### src/rtl/pss_pkg.sv
package pss_pkg;
   typedef struct packed {
      logic pwr_on;
      logic pf_flag;
      logic pf_en;
   } pss_state_t;

   localparam int unsigned PSS_MIN_SYNC = 2;
endpackage

### src/rtl/pss_sync.sv
module pss_sync #(
   parameter int unsigned STAGES = 2
) (
   input  logic clk_i,
   input  logic rst_i,
   input  logic d_i,
   output logic q_o
);
   localparam int unsigned LAST = STAGES - 1;

   logic [STAGES-1:0] chain_q;

   generate
      if (STAGES < pss_pkg::PSS_MIN_SYNC) begin : g_bad
         $error("pss_sync: STAGES below minimum");
      end
      if (STAGES == 1) begin : g_one
         always_ff @(posedge clk_i) begin
            if (rst_i) chain_q <= '0;
            else       chain_q <= d_i;
         end
      end else begin : g_multi
         always_ff @(posedge clk_i) begin
            if (rst_i) chain_q <= '0;
            else       chain_q <= {chain_q[STAGES-2:0], d_i};
         end
      end
   endgenerate

   assign q_o = chain_q[LAST];
endmodule

### src/rtl/pss_flags.sv
module pss_flags (
   input  logic                 clk_i,
   input  logic                 por_i,
   input  logic                 sys_rst_i,
   input  logic                 low_sync_i,
   input  logic                 wr_en_i,
   input  logic                 ta_unlock_i,
   input  logic                 wd_en_i,
   input  logic                 wd_flag_i,
   input  logic                 wd_pon_i,
   output pss_pkg::pss_state_t  state_o
);
   import pss_pkg::*;

   logic       low_prev_q;
   logic       low_rise;
   pss_state_t st_q;

   assign low_rise = low_sync_i & ~low_prev_q;

   always_ff @(posedge clk_i) begin
      if (por_i || sys_rst_i) low_prev_q <= 1'b0;
      else                    low_prev_q <= low_sync_i;
   end

   // power-on flag: only power-on reset sets it, only an unlocked write clears it
   always_ff @(posedge clk_i) begin
      if (por_i)
         st_q.pwr_on <= 1'b1;
      else if (!sys_rst_i && wr_en_i && ta_unlock_i && !wd_pon_i)
         st_q.pwr_on <= 1'b0;
   end

   // enable and event flag: cleared by any reset; a hardware edge wins over a clearing write
   always_ff @(posedge clk_i) begin
      if (por_i || sys_rst_i) begin
         st_q.pf_en   <= 1'b0;
         st_q.pf_flag <= 1'b0;
      end else if (wr_en_i) begin
         st_q.pf_en   <= wd_en_i;
         st_q.pf_flag <= wd_flag_i | low_rise;
      end else if (low_rise) begin
         st_q.pf_flag <= 1'b1;
      end
   end

   assign state_o = st_q;
endmodule

### src/rtl/pss_irq.sv
module pss_irq #(
   parameter bit STOP_NEEDS_BG = 1'b1
) (
   input  logic flag_i,
   input  logic en_i,
   input  logic stop_i,
   input  logic bg_sel_i,
   output logic irq_o
);
   logic ref_ok;

   generate
      if (STOP_NEEDS_BG) begin : g_gate
         assign ref_ok = ~stop_i | bg_sel_i;
      end else begin : g_nogate
         logic unused_gate;
         assign unused_gate = stop_i ^ bg_sel_i;
         assign ref_ok = 1'b1;
      end
   endgenerate

   assign irq_o = flag_i & en_i & ref_ok;
endmodule

### src/rtl/pwr_status_slice.sv
module pwr_status_slice #(
   parameter int unsigned DATA_W      = 8,
   parameter int unsigned SYNC_STAGES = 2,
   parameter int unsigned EN_BIT      = 0,
   parameter int unsigned FLAG_BIT    = 1,
   parameter int unsigned PON_BIT     = 2,
   parameter bit          RDATA_REG   = 1'b0,
   parameter bit          STOP_GATE   = 1'b1
) (
   input  logic              clk_i,
   input  logic              por_i,
   input  logic              sys_rst_i,
   input  logic              supply_low_i,
   input  logic              stop_mode_i,
   input  logic              bg_sel_i,
   input  logic              ta_unlock_i,
   input  logic              wr_en_i,
   input  logic [DATA_W-1:0] wr_data_i,
   input  logic              rd_en_i,
   output logic [DATA_W-1:0] rd_data_o,
   output logic              pwr_on_flag_o,
   output logic              pf_en_o,
   output logic              pf_flag_o,
   output logic              pf_irq_o
);
   import pss_pkg::*;

   localparam int unsigned MAX_BIT = (EN_BIT > FLAG_BIT) ?
                                     ((EN_BIT > PON_BIT) ? EN_BIT : PON_BIT) :
                                     ((FLAG_BIT > PON_BIT) ? FLAG_BIT : PON_BIT);

   generate
      if (MAX_BIT >= DATA_W) begin : g_bad_pos
         $error("pwr_status_slice: field position outside data width");
      end
      if (EN_BIT == FLAG_BIT || EN_BIT == PON_BIT || FLAG_BIT == PON_BIT) begin : g_bad_overlap
         $error("pwr_status_slice: field positions overlap");
      end
   endgenerate

   logic       rst_any;
   logic       low_sync;
   pss_state_t st;
   logic [DATA_W-1:0] rd_view;

   assign rst_any = por_i | sys_rst_i;

   pss_sync #(.STAGES(SYNC_STAGES)) u_sync (
      .clk_i (clk_i),
      .rst_i (rst_any),
      .d_i   (supply_low_i),
      .q_o   (low_sync)
   );

   pss_flags u_flags (
      .clk_i       (clk_i),
      .por_i       (por_i),
      .sys_rst_i   (sys_rst_i),
      .low_sync_i  (low_sync),
      .wr_en_i     (wr_en_i),
      .ta_unlock_i (ta_unlock_i),
      .wd_en_i     (wr_data_i[EN_BIT]),
      .wd_flag_i   (wr_data_i[FLAG_BIT]),
      .wd_pon_i    (wr_data_i[PON_BIT]),
      .state_o     (st)
   );

   pss_irq #(.STOP_NEEDS_BG(STOP_GATE)) u_irq (
      .flag_i   (st.pf_flag),
      .en_i     (st.pf_en),
      .stop_i   (stop_mode_i),
      .bg_sel_i (bg_sel_i),
      .irq_o    (pf_irq_o)
   );

   always_comb begin
      rd_view           = '0;
      rd_view[EN_BIT]   = st.pf_en;
      rd_view[FLAG_BIT] = st.pf_flag;
      rd_view[PON_BIT]  = st.pwr_on;
   end

   generate
      if (RDATA_REG) begin : g_rd_reg
         logic [DATA_W-1:0] rd_q;
         always_ff @(posedge clk_i) begin
            if (rst_any)      rd_q <= '0;
            else if (rd_en_i) rd_q <= rd_view;
            else              rd_q <= '0;
         end
         assign rd_data_o = rd_q;
      end else begin : g_rd_comb
         assign rd_data_o = rd_en_i ? rd_view : '0;
      end
   endgenerate

   assign pwr_on_flag_o = st.pwr_on;
   assign pf_en_o       = st.pf_en;
   assign pf_flag_o     = st.pf_flag;
endmodule

### config.mk
export PLATFORM = sky130hd
export DESIGN_NAME = pwr_status_slice
export DESIGN_NICKNAME = d
export VERILOG_FILES = /design/src/rtl/pss_pkg.sv /design/src/rtl/pss_sync.sv /design/src/rtl/pss_flags.sv /design/src/rtl/pss_irq.sv /design/src/rtl/pwr_status_slice.sv
export SDC_FILE = /design/constraint.sdc
export NUM_CORES = 1
export LEC_CHECK = 0
export ABC_AREA = 1
export BUFFER_PORTS_ARGS = -buffer_cell sky130_fd_sc_hd__buf_4
export CAP_MARGIN = 30
export CORE_AREA = 2 2 39 41
export DETAILED_ROUTE_END_ITERATION = 7
export DIE_AREA = 0 0 41 43
export SKIP_CTS_REPAIR_TIMING = 1
export SLEW_MARGIN = 15
export SYNTH_ARGS = -nofsm -noshare
export SYNTH_HDL_FRONTEND = slang
export SYNTH_SLANG_ARGS = --single-unit
export TNS_END_PERCENT = 10
### constraint.sdc
create_clock -name clk_i -period 0.8 [get_ports clk_i]
set_input_delay 0.12 -clock clk_i [delete_from_list [all_inputs] [get_ports clk_i]]
set_output_delay 0.12 -clock clk_i [all_outputs]
set_load 0.02 [all_outputs]
==> reports/results.tsv <==
metric	value	unit
status	finished with violations	
violations	negative setup slack	
endpoint_kind	primary output	
num_vias	317	
row_count	14	
numCtsBuffers	3	
fillers	151	
die_x	41	microns
peakVddDrop	0.00104	V
synth.avg_cell_area	6.53	sq um
rsz0062_at_grt	yes	
cts_tree	done	
synth_top_cell_by_area	dfxtp_1	
dp_slack	0.00401	ns
nets	87	
synth_fa_ha_area_frac	0	
min_path_cells	3	
hold_viol	0	
seq_area_frac_synth	0.409	
required	0.68	ns
grt_max_degree	5	
synth_top_family_by_area	buffers and inverters	
diodes	0	
start_util	0.212	
drc	0	
synthXorXnorAreaFrac	0	
drtAntennaViolNets	0	
rr_startpoint	u_flags.state_o[1]$_SDFFE_PP0P_	
synthToLayoutAreaGrowth	74.0	%
setup_ws	-0.217	ns
p_leak	0.000288	uW
slew_viol_final	0	
r2r-end	u_flags.state_o[1]$_SDFFE_PP0P_	
worst_ep_arrival_time	0.90	ns
synth_area_leaders	dfxtp_1 (41%), nand2_1 (15%), inv_1 (14%)	
coreArea	1380	sq um
start_kind	flip-flop	
min_period	1.02	ns
skew	0.00284	ns
yosys_warnings	0	
drt-total-wl	658	microns
hp-start	por_i	
place_congestion	0.645	
fin_crit_sh	1.27	
syn_inst	45	
synth_compound_area_frac	0.0468	
drt_iter0_markers	1	
min_to	u_flags.state_o[2]$_SDFFE_PP1P_	
die_y	43	microns
first_global_vias	274	
clkLatencyLatePin	0.24	ns
dieArea	1760	sq um
seq_area	124	sq um
yosysUniqueCellTypes	10	
grt_antenna_before_repair	0	
critPathKind	reg -> out	
worst-r2r-setup-slack	0.02	ns
io_pins	29	
cts.sinks	6	
cap_violations	0	
clk_pin_slew	0.05	ns
synth_top_area_share	0.409	
finalSetupViolCount	7	
p_per_area	1450	nW/um^2
ys_ff_latch	6	
hpwl	497	microns
multi_input_area	120	sq um
fmax	984	MHz
power	741	uW
grt_usage	0.0957	
cts-root-buf	clkbuf_4	
cts_buffer_depth	2	
cts_htree_levels	1	
wl_per_cell	7.83	microns
synth.cell_area	294	sq um
hp-class	in -> reg	
dr.pass1.iters	3	
setup-tns-final	-0.912	ns
fin_util	0.370	
vias_per_cell	3.77	
worstPathMaxFanout	4	
grt_pass1_wl	1040	microns
port_buffers	18	
r2r_cells	5	
yosys-mux-area-fraction	0	
synth-simple-area-share	0.251	
drive_gt1_frac	0.456	
grt_overflow	0	
-- layer usage --
layer  vias to the layer above  global-route usage  wire length [microns]
met2                        21               0.119                    278
met4                         0              0.0400                      0
met3                         0              0.0995                     99
li1                        164                   -                      -
met5                         -                   0                      0
met1                       132               0.104                    280
-- state kept, by name, indices dropped and copies added, names as in the netlist --
register,count
u_flags.state_o,3
u_flags.low_prev_q,1
u_sync.chain_q,2
-- cells in the final DEF (no fill, tap or decap), drive strengths merged --
cell type	Yosys	final
clkbuf	0	3
a21oi	2	2
dfxtp	6	6
nor2	5	5
inv	12	12
buf	5	21
conb	1	5
nand2	12	12
nand3	2	2
-- final cells by class --
type,count,area share
sequential,6,0.242
timing repair buffer,21,0.352
multi-input combinational,26,0.235
inverter,12,0.0880
tap,16,0.0391
clock buffer,3,0.0440
-- power breakdown --
part / internal [uW] / switching (uW) / leakage (uW)
clock network: 170 / 110 / 0.0000138
logic: 70.3 / 75.5 / 0.000225
registers: 310 / 5.89 / 0.0000493
-- through the flow --
| stage | area [sq um] | hold WS [ns] | instances |
|---|---|---|---|
| 6_report | 512 | 0.0643 | 84 |
| 5_1_grt | 512 | 0.0681 | 84 |
| 4_1_cts | 463 | 0.0595 | 81 |
| 3_5_place_dp | 440 | 0.312 | 78 |
| 3_3_place_gp | 440 | 0.311 | 78 |
| 2_1_floorplan | 323 | 0.212 | 49 |
-- worst max path at each step --
stage | start | endpoint | slack [ns] | depth (start not counted)
after detailed placement | u_flags.state_o[0]$_SDFFE_PP0P_ | pf_irq_o | 0.004 | 3
final | u_flags.state_o[0]$_SDFFE_PP0P_ | pf_irq_o | -0.22 | 3
after global placement | u_flags.state_o[1]$_SDFFE_PP0P_ | pf_irq_o | 0.02 | 3
after CTS | u_flags.state_o[0]$_SDFFE_PP0P_ | pf_irq_o | -0.27 | 3
after global routing | u_flags.state_o[0]$_SDFFE_PP0P_ | pf_irq_o | -0.29 | 3
after floorplan | u_flags.state_o[0]$_SDFFE_PP0P_ | pf_irq_o | 0.01 | 2
-- critical path, stage by stage, from the launching register on --
cell and delay [ns]:
dfxtp_2 0.35, nand2_2 0.07, a21oi_4 0.11, buf_6 0.12
-- synth_stat cells --
library cell / n
dfxtp_1: 6
inv_1: 11
nand3_1: 2
a21oi_2: 1
conb_1: 1
inv_2: 1
nand2_1: 12
nor2_1: 5
a21oi_1: 1
buf_4: 5
-- kinds of logic (layout without fill, tap and decap cells) --
group | after synthesis | count (layout)
buffers and inverters | 17 | 36
flip-flops | 6 | 6
AO/OA/AOI/OAI | 2 | 2
other | 1 | 5
AND/OR/NAND/NOR | 19 | 19
Power figures use the tool's default switching activity.
